## config.mk

```make
export PLATFORM = sky130hd
export DESIGN_NAME = lldma_engine
export DESIGN_NICKNAME = d
export VERILOG_FILES = /design/src/rtl/lldma_pkg.sv /design/src/rtl/lldma_unpack.sv /design/src/rtl/lldma_pack.sv /design/src/rtl/lldma_desc_regs.sv /design/src/rtl/lldma_ctrl.sv /design/src/rtl/lldma_engine.sv
export SDC_FILE = /design/constraint.sdc
export NUM_CORES = 1
export LEC_CHECK = 0
export BUFFER_PORTS_ARGS = -buffer_cell sky130_fd_sc_hd__clkbuf_2
export CAP_MARGIN = 20
export CORE_MARGIN = 3
export CORE_UTILIZATION = 41
export DETAILED_ROUTE_END_ITERATION = 7
export PLACE_DENSITY = 0.56
export SYNTH_ARGS = -nofsm -noshare
export SYNTH_HDL_FRONTEND = slang
export SYNTH_SLANG_ARGS = --single-unit
```

## constraint.sdc

```tcl
create_clock -name clk -period 3.7 [get_ports clk]
set_clock_uncertainty 0.05 [all_clocks]
set_input_delay 0.185 -clock clk [delete_from_list [all_inputs] [get_ports clk]]
set_output_delay 0.185 -clock clk [all_outputs]
set_load 0.1 [all_outputs]
```

## src/rtl/lldma_pkg.sv

```systemverilog
package lldma_pkg;
  localparam int DW       = 32;
  localparam int BURST_W  = 9;
  localparam int CNT_W    = 16;

  typedef enum logic [1:0] {EW_8 = 2'd0, EW_16 = 2'd1, EW_32 = 2'd2, EW_32X = 2'd3} ew_e;

  typedef enum logic [1:0] {CK_DESC, CK_READ, CK_WRITE} cmd_kind_e;

  typedef enum logic [3:0] {
    S_IDLE, S_DREQ, S_DRSP, S_ARM, S_WAIT,
    S_RREQ, S_RRSP, S_WREQ, S_WRSP, S_LINK
  } st_e;

  typedef struct packed {
    logic [BURST_W-1:0] burst_m1;
    logic               flow;
    logic               dst_big;
    logic               src_big;
    logic               dst_inc;
    logic               src_inc;
    ew_e                width;
  } xfer_cfg_t;

  function automatic logic [2:0] ew_bytes(ew_e w);
    case (w)
      EW_8:    return 3'd1;
      EW_16:   return 3'd2;
      default: return 3'd4;
    endcase
  endfunction

  function automatic logic [DW-1:0] ew_mask(ew_e w);
    case (w)
      EW_8:    return 32'h0000_00FF;
      EW_16:   return 32'h0000_FFFF;
      default: return 32'hFFFF_FFFF;
    endcase
  endfunction

  function automatic logic [3:0] ew_lanes(ew_e w);
    case (w)
      EW_8:    return 4'b0001;
      EW_16:   return 4'b0011;
      default: return 4'b1111;
    endcase
  endfunction

  function automatic logic [1:0] lane_base(ew_e w, logic [1:0] lo);
    case (w)
      EW_8:    return lo;
      EW_16:   return {lo[1], 1'b0};
      default: return 2'b00;
    endcase
  endfunction

  function automatic logic [DW-1:0] byte_rev(ew_e w, logic [DW-1:0] v);
    case (w)
      EW_8:    return {24'd0, v[7:0]};
      EW_16:   return {16'd0, v[7:0], v[15:8]};
      default: return {v[7:0], v[15:8], v[23:16], v[31:24]};
    endcase
  endfunction
endpackage

```

## src/rtl/lldma_unpack.sv

```systemverilog
module lldma_unpack
  import lldma_pkg::*;
(
  input  ew_e            width,
  input  logic           big,
  input  logic [1:0]     lo,
  input  logic [DW-1:0]  bus_in,
  output logic [DW-1:0]  elem
);
  logic [1:0]    base;
  logic [DW-1:0] raw;

  always_comb begin
    base = lane_base(width, lo);
    raw  = (bus_in >> {base, 3'b000}) & ew_mask(width);
    elem = big ? byte_rev(width, raw) : raw;
  end
endmodule

```

## src/rtl/lldma_pack.sv

```systemverilog
module lldma_pack
  import lldma_pkg::*;
(
  input  ew_e            width,
  input  logic           big,
  input  logic [1:0]     lo,
  input  logic [DW-1:0]  elem,
  output logic [DW-1:0]  bus_out,
  output logic [3:0]     be
);
  logic [1:0]    base;
  logic [DW-1:0] ordered;

  always_comb begin
    base    = lane_base(width, lo);
    ordered = big ? byte_rev(width, elem & ew_mask(width)) : (elem & ew_mask(width));
    bus_out = ordered << {base, 3'b000};
    be      = 4'(ew_lanes(width) << base);
  end
endmodule

```

## src/rtl/lldma_desc_regs.sv

```systemverilog
module lldma_desc_regs
  import lldma_pkg::*;
#(
  parameter int ADDR_W = 32
)(
  input  logic               clk,
  input  logic               rst_n,
  input  logic               load_en,
  input  logic [1:0]         load_idx,
  input  logic [DW-1:0]      load_data,
  input  logic               step,
  output logic [ADDR_W-1:0]  src_addr,
  output logic [ADDR_W-1:0]  dst_addr,
  output logic [ADDR_W-1:0]  next_ptr,
  output ew_e                width,
  output logic               src_big,
  output logic               dst_big,
  output logic               flow,
  output logic [BURST_W-1:0] burst_m1,
  output logic               remain_zero,
  output logic               remain_one
);
  localparam int SIDES = 2;

  xfer_cfg_t          cfg_q;
  logic [CNT_W-1:0]   remain_q;
  logic [ADDR_W-1:0]  next_q;
  logic [ADDR_W-1:0]  side_addr [SIDES];
  logic [SIDES-1:0]   side_inc;
  logic [ADDR_W-1:0]  step_bytes;

  assign side_inc   = {cfg_q.dst_inc, cfg_q.src_inc};
  assign step_bytes = ADDR_W'(ew_bytes(cfg_q.width));

  for (genvar s = 0; s < SIDES; s++) begin : g_side
    always_ff @(posedge clk or negedge rst_n) begin
      if (!rst_n)
        side_addr[s] <= '0;
      else if (load_en && load_idx == 2'(s))
        side_addr[s] <= load_data[ADDR_W-1:0];
      else if (step && side_inc[s])
        side_addr[s] <= side_addr[s] + step_bytes;
    end
  end

  always_ff @(posedge clk or negedge rst_n) begin
    if (!rst_n) begin
      next_q   <= '0;
      cfg_q    <= '0;
      remain_q <= '0;
    end else if (load_en && load_idx == 2'd2) begin
      next_q <= load_data[ADDR_W-1:0];
    end else if (load_en && load_idx == 2'd3) begin
      remain_q       <= load_data[15:0];
      cfg_q.width    <= ew_e'(load_data[17:16]);
      cfg_q.src_inc  <= load_data[18];
      cfg_q.dst_inc  <= load_data[19];
      cfg_q.src_big  <= load_data[20];
      cfg_q.dst_big  <= load_data[21];
      cfg_q.flow     <= load_data[22];
      cfg_q.burst_m1 <= load_data[31:23];
    end else if (step) begin
      remain_q <= remain_q - 1'b1;
    end
  end

  assign src_addr    = side_addr[0];
  assign dst_addr    = side_addr[1];
  assign next_ptr    = next_q;
  assign width       = cfg_q.width;
  assign src_big     = cfg_q.src_big;
  assign dst_big     = cfg_q.dst_big;
  assign flow        = cfg_q.flow;
  assign burst_m1    = cfg_q.burst_m1;
  assign remain_zero = (remain_q == '0);
  assign remain_one  = (remain_q == CNT_W'(1));
endmodule

```

## src/rtl/lldma_ctrl.sv

```systemverilog
module lldma_ctrl
  import lldma_pkg::*;
#(
  parameter int ADDR_W = 32
)(
  input  logic               clk,
  input  logic               rst_n,
  input  logic               start,
  input  logic [ADDR_W-1:0]  first_desc,
  input  logic               dreq,
  input  logic               m_ready,
  input  logic               m_rsp_valid,
  input  logic               m_rsp_err,
  input  logic [ADDR_W-1:0]  next_ptr,
  input  logic               flow,
  input  logic [BURST_W-1:0] burst_m1,
  input  logic               remain_zero,
  input  logic               remain_one,
  output logic               cmd_valid,
  output cmd_kind_e          cmd_kind,
  output logic [ADDR_W-1:0]  desc_addr,
  output logic               load_en,
  output logic [1:0]         load_idx,
  output logic               step,
  output logic               latch_rd,
  output logic               busy,
  output logic               done,
  output logic               error,
  output logic               dack
);
  st_e                st_q;
  logic [1:0]         idx_q;
  logic [ADDR_W-1:0]  ptr_q;
  logic [BURST_W-1:0] burst_q;
  logic               done_q, err_q, dack_q;
  logic               rsp_ok, rsp_bad;

  always_comb begin
    rsp_ok    = m_rsp_valid && !m_rsp_err;
    rsp_bad   = m_rsp_valid &&  m_rsp_err;
    cmd_valid = (st_q == S_DREQ) || (st_q == S_RREQ) || (st_q == S_WREQ);
    cmd_kind  = (st_q == S_RREQ) ? CK_READ : (st_q == S_WREQ) ? CK_WRITE : CK_DESC;
    desc_addr = ptr_q + ADDR_W'({idx_q, 2'b00});
    load_en   = (st_q == S_DRSP) && rsp_ok;
    load_idx  = idx_q;
    step      = (st_q == S_WRSP) && rsp_ok;
    latch_rd  = (st_q == S_RRSP) && rsp_ok;
  end

  always_ff @(posedge clk or negedge rst_n) begin
    if (!rst_n) begin
      st_q    <= S_IDLE;
      idx_q   <= '0;
      ptr_q   <= '0;
      burst_q <= '0;
      done_q  <= 1'b0;
      err_q   <= 1'b0;
      dack_q  <= 1'b0;
    end else begin
      dack_q <= 1'b0;
      case (st_q)
        S_IDLE: if (start) begin
          ptr_q  <= first_desc;
          idx_q  <= '0;
          done_q <= 1'b0;
          err_q  <= 1'b0;
          st_q   <= S_DREQ;
        end
        S_DREQ: if (m_ready) st_q <= S_DRSP;
        S_DRSP: begin
          if (rsp_bad) begin
            err_q <= 1'b1;
            st_q  <= S_IDLE;
          end else if (rsp_ok) begin
            if (idx_q == 2'd3) st_q <= S_ARM;
            else begin
              idx_q <= idx_q + 1'b1;
              st_q  <= S_DREQ;
            end
          end
        end
        S_ARM: begin
          burst_q <= burst_m1;
          if (remain_zero) st_q <= S_LINK;
          else if (flow)   st_q <= S_WAIT;
          else             st_q <= S_RREQ;
        end
        S_WAIT: if (dreq && !dack_q) begin
          burst_q <= burst_m1;
          st_q    <= S_RREQ;
        end
        S_RREQ: if (m_ready) st_q <= S_RRSP;
        S_RRSP: begin
          if (rsp_bad) begin
            err_q <= 1'b1;
            st_q  <= S_IDLE;
          end else if (rsp_ok) st_q <= S_WREQ;
        end
        S_WREQ: if (m_ready) st_q <= S_WRSP;
        S_WRSP: begin
          if (rsp_bad) begin
            err_q <= 1'b1;
            st_q  <= S_IDLE;
          end else if (rsp_ok) begin
            if (remain_one) begin
              dack_q <= flow;
              st_q   <= S_LINK;
            end else if (flow && burst_q == '0) begin
              dack_q <= 1'b1;
              st_q   <= S_WAIT;
            end else begin
              if (burst_q != '0) burst_q <= burst_q - 1'b1;
              st_q <= S_RREQ;
            end
          end
        end
        S_LINK: begin
          if (next_ptr == '0) begin
            done_q <= 1'b1;
            st_q   <= S_IDLE;
          end else begin
            ptr_q <= next_ptr;
            idx_q <= '0;
            st_q  <= S_DREQ;
          end
        end
        default: st_q <= S_IDLE;
      endcase
    end
  end

  assign busy  = (st_q != S_IDLE);
  assign done  = done_q;
  assign error = err_q;
  assign dack  = dack_q;
endmodule

```

## src/rtl/lldma_engine.sv

```systemverilog
module lldma_engine
  import lldma_pkg::*;
#(
  parameter int ADDR_W = 32
)(
  input  logic              clk,
  input  logic              rst_n,
  input  logic              start,
  input  logic [ADDR_W-1:0] first_desc,
  input  logic              dreq,
  output logic              dack,
  output logic              busy,
  output logic              done,
  output logic              error,
  output logic              m_valid,
  input  logic              m_ready,
  output logic              m_we,
  output logic [ADDR_W-1:0] m_addr,
  output logic [DW-1:0]     m_wdata,
  output logic [3:0]        m_be,
  input  logic              m_rsp_valid,
  input  logic              m_rsp_err,
  input  logic [DW-1:0]     m_rdata
);
  logic               load_en, step, latch_rd;
  logic [1:0]         load_idx;
  logic [ADDR_W-1:0]  src_addr, dst_addr, next_ptr, desc_addr;
  ew_e                width;
  logic               src_big, dst_big, flow, remain_zero, remain_one;
  logic [BURST_W-1:0] burst_m1;
  cmd_kind_e          cmd_kind;
  logic               cmd_valid;
  logic [DW-1:0]      rd_elem, elem_q, wr_bus;
  logic [3:0]         wr_be;

  lldma_ctrl #(.ADDR_W(ADDR_W)) u_ctrl (
    .clk(clk), .rst_n(rst_n), .start(start), .first_desc(first_desc), .dreq(dreq),
    .m_ready(m_ready), .m_rsp_valid(m_rsp_valid), .m_rsp_err(m_rsp_err),
    .next_ptr(next_ptr), .flow(flow), .burst_m1(burst_m1),
    .remain_zero(remain_zero), .remain_one(remain_one),
    .cmd_valid(cmd_valid), .cmd_kind(cmd_kind), .desc_addr(desc_addr),
    .load_en(load_en), .load_idx(load_idx), .step(step), .latch_rd(latch_rd),
    .busy(busy), .done(done), .error(error), .dack(dack)
  );

  lldma_desc_regs #(.ADDR_W(ADDR_W)) u_regs (
    .clk(clk), .rst_n(rst_n), .load_en(load_en), .load_idx(load_idx),
    .load_data(m_rdata), .step(step),
    .src_addr(src_addr), .dst_addr(dst_addr), .next_ptr(next_ptr),
    .width(width), .src_big(src_big), .dst_big(dst_big), .flow(flow),
    .burst_m1(burst_m1), .remain_zero(remain_zero), .remain_one(remain_one)
  );

  lldma_unpack u_unpack (
    .width(width), .big(src_big), .lo(src_addr[1:0]), .bus_in(m_rdata), .elem(rd_elem)
  );

  lldma_pack u_pack (
    .width(width), .big(dst_big), .lo(dst_addr[1:0]), .elem(elem_q),
    .bus_out(wr_bus), .be(wr_be)
  );

  always_ff @(posedge clk or negedge rst_n) begin
    if (!rst_n)        elem_q <= '0;
    else if (latch_rd) elem_q <= rd_elem;
  end

  always_comb begin
    m_valid = cmd_valid;
    m_we    = (cmd_kind == CK_WRITE);
    m_wdata = wr_bus;
    case (cmd_kind)
      CK_READ:  begin m_addr = src_addr;  m_be = 4'hF;  end
      CK_WRITE: begin m_addr = dst_addr;  m_be = wr_be; end
      default:  begin m_addr = desc_addr; m_be = 4'hF;  end
    endcase
  end
endmodule

```

## Word-level counts from Yosys, hierarchy flattened

Index checks and enable logic that the tools add are counted.

- Add/subtract/negate cells: 6
- Equality and inequality tests: 35
- Shift-type cells: 3
- Mux-type cells: 63
- Bitwise logic cells: 3
- Reductions and logical operators: 41

Operator list:

| operator | number |
|---|---|
| 32-bit one-hot mux with 2 select lines | 5 |
| 32-bit two-way mux | 8 |
| 32-bit by 3-bit adder with 32-bit output | 2 |
| 32-bit bitwise AND | 2 |
| 4-bit two-way mux | 14 |
| 9-bit two-way mux | 6 |
| 4-bit one-hot mux with 10 select lines | 1 |
| 32-bit by 4-bit adder with 32-bit output | 1 |
| 32-bit zero test | 1 |
| 16-bit two-way mux | 2 |
| 32-bit by 5-bit << shifter with 32-bit output | 1 |
| 32-bit by 5-bit right shift with 32-bit output | 1 |
| 9-bit one-hot mux with 3 select lines | 1 |
| 2-bit inequality test (second input constant) | 11 |
| 16-bit by 1-bit equality test with 1-bit output (second input constant) | 1 |
| 4-bit by 3-bit equality test with 1-bit output (second input constant) | 4 |
| 16-bit zero test | 1 |
| 2-bit two-way mux | 8 |
| 16-bit by 1-bit subtractor with 16-bit output (second input constant) | 1 |
| 1-bit logical AND | 13 |
| 1-bit two-way mux | 11 |
| 2-bit by 1-bit inequality test with 1-bit output (second input constant) | 5 |
| 2-bit nonzero test | 5 |
| 9-bit zero test | 1 |
| other kinds (28) | 45 |

- Register bits: 210
- Bits of input ports: 71
- Output and inout bits: 74
- Logic and storage cells: 170

## Depth between registers and ports, before layout

Gate-level depths: netlist (run 1).

- Depth after elaboration: 7
- Depth in mapped cells: 11
- Gate-level depth less buffers: 9

## Cells and area by module

A second synthesis (run 1) with hierarchy kept.

- Cell total of the unflattened synthesis: 1,616
- Area, all modules: 14,330.0 um^2

Modules (own cells, without submodules):

| module | instances | cells each | area an instance (um^2) |
|---|---|---|---|
| lldma_desc_regs | 1 | 686 | 6,507.5 |
| lldma_ctrl | 1 | 408 | 3,497.1 |
| lldma_engine | 1 | 186 | 2,015.7 |
| lldma_unpack | 1 | 196 | 1,281.2 |
| lldma_pack | 1 | 140 | 1,028.5 |

## Least setup slack after synthesis (run 1)

No wires, ideal clock.

- Path kind: reg2out
- Start point: register u_ctrl.st_q[2]
- End point: output port m_be[1]
- Arrival: 4.408 ns
- Path slack: -0.943 ns
- Stages on the path, launching flop included: 7
- Cells stage by stage: dfrtp_1 -> buf_2 -> nor2b_1 -> nand2_1 -> clkbuf_1 -> nor2_1 -> o21ai_0

- Cells in the longest elaborated chain, start to end: 5

RTL lines:

| item | RTL line | source |
|---|---|---|
| start, declared | lldma_ctrl.sv:31 | `st_e st_q;` |
| start signal, assigned | lldma_ctrl.sv:52 | `st_q <= S_IDLE;` |
| start signal, assigned | lldma_ctrl.sv:67 | `st_q <= S_DREQ;` |
| start signal, assigned | lldma_ctrl.sv:69 | `S_DREQ: if (m_ready) st_q <= S_DRSP;` |
| 4-bit by 3-bit equality test with 1-bit output | lldma_ctrl.sv:42 | `cmd_kind = (st_q == S_RREQ) ? CK_READ : (st_q == S_WREQ) ? CK_WRITE : CK_DESC;` |
| 2-bit two-way mux | lldma_ctrl.sv:42 |  |
| 2-bit two-way mux (*) | lldma_ctrl.sv:42 |  |
| 2-bit equality test (*) | n/a |  |
| via m_we | lldma_engine.sv:17 | `output logic m_we,` |
| 4-bit two-way mux (*) | lldma_engine.sv:72 | `case (cmd_kind)` |
| end, declared | lldma_engine.sv:20 | `output logic [3:0] m_be,` |

The timed path passes the listed nets; every way through them passes the cells marked *.

## Worst setup path after layout (run 1)

- Start point: register u_ctrl.idx_q[0], in the netlist u_ctrl.load_idx[0]
- End point: output port m_addr[22]

- Cells in the longest elaborated chain, start to end: 2

RTL lines:

| item | RTL line | source |
|---|---|---|
| start, declared | lldma_ctrl.sv:32 | `logic [1:0] idx_q;` |
| start signal, assigned | lldma_ctrl.sv:77 | `idx_q <= idx_q + 1'b1;` |
| 32-bit by 4-bit adder with 32-bit output | lldma_ctrl.sv:43 | `desc_addr = ptr_q + ADDR_W'({idx_q, 2'b00});` |
| 32-bit one-hot mux with 2 select lines | lldma_engine.sv:72 |  |
| end, declared | lldma_engine.sv:18 | `output logic [ADDR_W-1:0] m_addr,` |

Every way passes these cells.

==> impl_results.md, run 1 <==
* Clock Latency Late Sink at 0.54 ns
* Sequential area share after synthesis at 0.3804
* Gate power share at 0.526
* Post-DRT Antenna Nets at 0
* RePlAce Congestion at 0.9009
* DRC Markers at 0
* Critical path fanouts, max at 8
* Die area at 0.03593 sq mm
* Core Region at 0.03287 sq mm
* Die Y at 189.6 microns
* Final period utilization at 0.9384
* RSZ-0062 raised after global routing: false
* Post-synthesis register bit count at 210
* Unique masters post-synth at 80
* GRT Overall Usage at 0.2597
* Commonest non-fill, non-tap cell in the layout: dfrtp_1
* Hold Fails Final Rpt at 0
* Async set-reset flop share out of synthesis at 1.000
* CTS tree: done
* R2R Path End: u_regs.dst_addr[26]
* Fraction of layout cells with a size suffix above 1 at 0.2227
* Area grow syn2layout at 17.63%
* Chip width at 189.6 microns
* Fmax at 288.0 MHz
* Reg power frac at 0.293
* Mapped Cells at 1505
* Pin count of the biggest net entering global routing at 77
* Setup repair bufs after CTS at 0
* Endpoints failing setup at 0
* Commonest non-fill, non-tap cells in the layout: dfrtp_1 (209), nand2_1 (163), clkbuf_2 (143)
* Power Dens Cells at 898.9 mW/mm^2
* Peak VDD IR at 0.001188 V
* Hold_sp: m_rdata[27]
* DP Wirelength at 33650 microns
* Relative slew slack at 0.3772
* Worst hold stages at 3
* Global-route wire length before repair at 73730 microns
* Sw Ratio at 0.5304
* Initial core utilization at 0.4203
* IO Pins at 145
* Clock power frac at 0.180
* Syn. warnings at 0
* NumNets Final at 1748
* CTS Buffer Depth at 3
* H-tree Lvls at 1
* Post-DR vias/cell at 6.063
* Clock root buffer: clkbuf_16
* CTS Sinks at 210
* GR Overflow Total at 0
* Leakage Power at 7.036 nW
* Total CTS buffers at 26
* Vias in the first global route at 12440
* Hold EP: u_regs.src_addr[27]
* Worst setup EP type: primary output
* Max-cap violation count at 0
* Avg Synthesized Cell Area at 9.178 sq um
* Crit path time final at 3.472 ns
* Setup CP Type: reg -> out
* CP required at 3.46 ns
* Top FF cell, synth: dfrtp_1
* Switching power total at 7.747 mW
* Startpoint Class: register
* Iteration count of the initial detailed-routing pass at 6
* Post-Route Setup TNS at 0 ns
* Cells on worst reg2reg path at 9
* CP Data Arrival Time at 3.24 ns
* Fin. max-slew vios at 0
* Internal at 6.859 mW
* Drt first-iter violations at 1297
* Via count at 12840
* Worst r2r src: u_regs.width[0]
* Post-Route WL at 47480 microns
* R2R Setup Slk at 0.63 ns
* Design Power at 14.61 mW
* Wirelength per Cell at 22.43 microns
* Rows at 66
* Status: completed
* Slew of the pin with the lowest slew margin at 0.9307 ns
* Clock slew at reported path FFs at 0.06 ns
* Hold Path Class: in -> reg
* Antenna cells at 0
* Synth Cell Area at 0.01381 sq mm
* Initial antenna violation count at 0
* IO Port Bufs at 144
* Post-synth EDFFs at 0
* Synth Net Count at 1596
## layout make-up
class | instances | area (sq um)
fillers | 3236 | 16620
multi-input cells | 1158 | 7994
flip-flops and latches | 210 | 5256
repair buffers | 220 | 1416
clock buffers | 34 | 732.0
well taps | 442 | 553.0
inverters | 41 | 153.9
clock inverters | 12 | 142.6
## timing repair
item,CTS,global route
gates resized for setup,0,1
hold buffers,41,0
endpoints found under the setup margin,0,2
endpoints found under the hold margin,114,0
## synthesized netlist by cell type, types with 6 or more instances
cell | instances | area, sq um
a211oi_1 | 25 | 187.7
a21o_1 | 9 | 67.56
a21oi_1 | 63 | 315.3
a221o_1 | 12 | 120.1
a221oi_1 | 18 | 157.7
a22o_1 | 10 | 87.58
a22oi_1 | 19 | 142.6
a31oi_1 | 20 | 125.1
and2_1 | 18 | 112.6
and3_1 | 20 | 125.1
buf_1 | 10 | 37.54
buf_2 | 16 | 80.08
clkbuf_1 | 61 | 229.0
dfrtp_1 | 210 | 5255
ha_1 | 17 | 212.7
inv_1 | 38 | 142.6
mux2_1 | 7 | 78.83
mux2_2 | 118 | 1329
mux2i_1 | 52 | 520.5
nand2_1 | 165 | 619.3
nand2b_1 | 20 | 125.1
nand3_1 | 53 | 265.3
nand4_1 | 34 | 212.7
nor2_1 | 101 | 379.1
nor2b_1 | 14 | 87.58
nor3_1 | 25 | 125.1
nor3b_1 | 7 | 52.55
nor4_1 | 21 | 131.4
o211ai_1 | 26 | 195.2
o21ai_0 | 101 | 505.5
o22a_1 | 11 | 96.34
o22ai_1 | 18 | 112.6
o2bb2ai_1 | 7 | 61.31
o311ai_0 | 23 | 201.4
o311ai_1 | 6 | 52.55
or4_1 | 12 | 90.09
xnor2_1 | 7 | 61.31
xor2_1 | 28 | 245.2
## stage by stage
stage               instances  setup WS (ns)    util  hold WS (ns)  instance area [sq um]
floorplan                1505       -0.02670       -       -0.1606                  13830
global placement         2030         0.7479  0.4552        0.1802                  14960
detailed placement       2030         0.6985  0.4552        0.1749                  14960
CTS                      2117         0.1803  0.4943       0.01159                  16250
global route             2117        0.03824  0.4944       0.02997                  16250
finish                   2117         0.2281  0.4944       0.03118                  16250
## metal layers
metal,up-vias,share of wire,track usage
li1,5927,-,-
met1,6348,0.46,0.3842
met2,496,0.44,0.3932
met3,64,0.075,0.04699
met4,0,0.024,0.06625
met5,-,0,0
## worst max-delay path: stages, from the launching register on
cell and delay (ns):
dfrtp_1 0.41, ha_1 0.19, inv_1 0.05, fa_1 0.41
nand4b_1 0.33, nor4_2 0.20, buf_4 0.19, nand2_1 0.07
xor2_1 0.14, a21oi_1 0.21, clkbuf_2 0.49
## power by group through the flow
| stage | Sequential [mW] | Clock, mW | Combinational [mW] |
|---|---|---|---|
| after detailed placement | 4.26 | 0 | 7.62 |
| after floorplan | 3.90 | 0 | 6.23 |
| final | 4.28 | 2.64 | 7.69 |
| after CTS | 4.24 | 2.67 | 7.67 |
| after global placement | 4.23 | 0 | 7.56 |
| after global routing | 4.40 | 2.77 | 8.17 |
## state kept, by name (all words and copies together) (netlist names)
signal,cells
u_ctrl.ptr_q,32
u_regs.next_ptr,32
u_regs.dst_big,1
u_regs.remain_q,16
u_ctrl.error,1
u_regs.width,2
u_ctrl.dack,1
u_ctrl.done,1
u_ctrl.burst_q,9
elem_q,32
u_ctrl.st_q,4
u_regs.src_big,1
u_regs.src_addr,32
u_regs.cfg_q,2
u_ctrl.load_idx,2
u_regs.dst_addr,32
u_regs.flow,1
u_regs.burst_m1,9
## cells by family (layout without fill, tap and decap cells)
kind of cell	Yosys count	count (layout)	synth area share
adder cells (fa/ha/maj)	20	20	0.01975
multiplexers	177	177	0.1396
flip-flops	210	210	0.3804
XOR/XNOR	35	35	0.02219
AND/OR/NAND/NOR	535	535	0.2034
AO/OA/AOI/OAI	391	391	0.1921
buffers and inverters	137	307	0.04248
## worst max path at each step
stage	endpoint	depth (start not counted)	startpoint	slack (ns)
floorplan	m_be[1]	6	u_ctrl.st_q[2]	-0.03
global placement	u_regs.dst_addr[30]	9	u_regs.width[0]	0.75
detailed placement	u_regs.dst_addr[26]	9	u_regs.width[0]	0.70
CTS	m_addr[18]	10	u_ctrl.load_idx[0]	0.18
global route	m_addr[18]	10	u_ctrl.load_idx[0]	0.04
finish	m_addr[22]	10	u_ctrl.load_idx[0]	0.23
(Power assumes the default switching activity.)
==> run 2: changes to the inputs <==
--- a/config.mk
+++ b/config.mk
@@ -10,7 +10,7 @@
 export CORE_MARGIN = 3
 export CORE_UTILIZATION = 41
 export DETAILED_ROUTE_END_ITERATION = 7
-export PLACE_DENSITY = 0.56
+export PLACE_DENSITY = 0.64
 export SYNTH_ARGS = -nofsm -noshare
 export SYNTH_HDL_FRONTEND = slang
 export SYNTH_SLANG_ARGS = --single-unit
==> run 2 against run 1 <==
Effect of this change:
- sequential cell count unchanged
- critical path depth decreased by 3
- first-iteration DRC count increased by 23%
- clock-buffer cell count increased by 1
- final cell count decreased by 0.61%
- clock power increased by 2%
- routed wire length decreased by 2.4%
- final area increased by 1.7%
- largest cell class unchanged
- die area unchanged
- fmax decreased by 0.81%
==> impl_results.md, run 2 (same netlist as run 1, synthesis figures left out) <==
* Startpoint Class: register
* Max-cap violation count at 0
* Final period utilization at 0.9460
* NumNets Final at 1735
* Die Y at 189.6 microns
* Multi-input gate area at 0.007991 sq mm
* Clock root buffer: clkbuf_16
* GRT Overall Usage at 0.2524
* Vias in the first global route at 12240
* CP required at 3.46 ns
* Slew of the pin with the lowest slew margin at 1.056 ns
* Worst path cell trace: buf_4 -> nand2_1 -> o22a_1 -> o21ai_0 -> o22ai_1 -> a22o_1 -> clkbuf_2
* IO Pins at 145
* WP buf/inv at 2
* Cells on worst reg2reg path at 6
* Hold Path Class: in -> reg
* Clock slew at reported path FFs at 0.06 ns
* Global-route wire length before repair at 72280 microns
* # fillers at 3092
* Setup CP Type: reg -> out
* DRC Markers at 0
* CTS tree: done
* Pin count of the biggest net entering global routing at 108
* Cell class contributing the biggest share of worst-path delay: compound AO/OA/AOI/OAI gates
* Status: completed
* CTS Sinks at 210
* Relative slew slack at 0.2958
* RSZ-0062 raised after global routing: false
* CP max stage delay at 0.53 ns
* IO Port Bufs at 144
* Worst setup margin at 0.1997 ns
* Post-DP Area at 0.01528 sq mm
* Crit path depth at 7
* Post-Route Setup TNS at 0 ns
* Post-DR vias/cell at 6.161
* GR Overflow Total at 0
* Drt first-iter violations at 1599
* Fin. max-slew vios at 0
* Fraction of layout cells with a size suffix above 1 at 0.2208
* Post-route cell area at 0.01652 sq mm
* Wirelength per Cell at 22.03 microns
* Hold Fails Final Rpt at 0
* H-tree Lvls at 1
* Area grow syn2layout at 19.62%
* Fmax at 285.7 MHz
* Initial core utilization at 0.4203
* Clock Latency Late Sink at 0.52 ns
* Endpoints failing setup at 0
* Chip width at 189.6 microns
* Antenna cells at 0
* Worst setup EP type: primary output
* Seq. cell area at 0.005256 sq mm
* DP Wirelength at 32730 microns
* RePlAce Congestion at 0.8890
* Peak VDD IR at 0.001099 V
* Post-DRT Antenna Nets at 0
* Core Region at 0.03287 sq mm
* Power Dens Cells at 924.1 mW/mm^2
* Worst path slowest cell: nand2_1
* Cells resized by post-CTS repair at 0
* Dpl ws at 0.7490 ns
* Post-Route WL at 46350 microns
* Design Power at 15.27 mW
* Via count at 12960
* CTS Buffer Depth at 3
* Rows at 66
* Commonest non-fill, non-tap cell in the layout: dfrtp_1
* Worst hold stages at 3
* Crit path time final at 3.500 ns
* Critical path fanouts, max at 59
* Leakage Power at 7.121 nW
* Total CTS buffers at 24
* Initial antenna violation count at 0
* Iteration count of the initial detailed-routing pass at 6
* Die area at 0.03593 sq mm
* CP Data Arrival Time at 3.27 ns
* Commonest non-fill, non-tap cells in the layout: dfrtp_1 (209), nand2_1 (164), clkbuf_2 (120)
run 2: area by class of cell:
type | instances | area share
clock buffer | 35 | 0.04437
clock inverter | 9 | 0.01053
inverter | 41 | 0.009314
multi-input combinational | 1158 | 0.4836
sequential | 210 | 0.3181
tap | 442 | 0.03347
timing repair buffer | 209 | 0.1006
run 2: worst register-to-register path, stage by stage (launching register included):
cell	delay [ns]
dfrtp_1	0.56
nor4b_4	0.36
buf_4	0.27
and3_1	0.66
nor2_1	0.40
a21o_1	0.26
a221o_1	0.29
run 2: what timing repair did:
item,4_1_cts,5_1_grt
hold buffers,34,0
buffers inserted,0,0
hold endpoints to repair,138,0
run 2: layer usage:
layer	up-vias	routed length (microns)	GRT usage
met5	-	0	0
met4	0	1231	0.06397
met3	78	3968	0.03390
met2	594	19990	0.3760
met1	6395	21150	0.3864
li1	5896	-	-
run 2: stage by stage:
| stage | hold slack (ns) | cells | utilization |
|---|---|---|---|
| global placement | 0.2631 | 2026 | 0.4648 |
| CTS | 0.003123 | 2104 | 0.5027 |
| finish | 0.01568 | 2104 | 0.5027 |
| global route | 0.02001 | 2104 | 0.5027 |
| floorplan | -0.1606 | 1505 | - |
| detailed placement | 0.2553 | 2026 | 0.4648 |
run 2: path summary, 6_finish.rpt:
kind,startpoint,endpoint,slack [ns]
setup / recovery,u_regs.width[1],m_wdata[25],0.20
hold / removal,m_rdata[29],u_regs.src_addr[29],0.02
setup reg to reg,u_ctrl.st_q[2],u_regs.src_addr[22],0.74
hold reg to reg,u_regs.burst_m1[7],u_ctrl.burst_q[7],0.46
max in group asynchronous,rst_n,elem_q[2],2.27
min in group asynchronous,rst_n,u_regs.next_ptr[28],0.24
run 2: power by group:
part / switching, mW / total (mW) / internal (mW)
Clock: 0.985 / 2.70 / 1.72
Sequential: 1.16 / 4.29 / 3.13
Combinational: 5.63 / 8.28 / 2.65
Total: 7.77 / 15.3 / 7.50
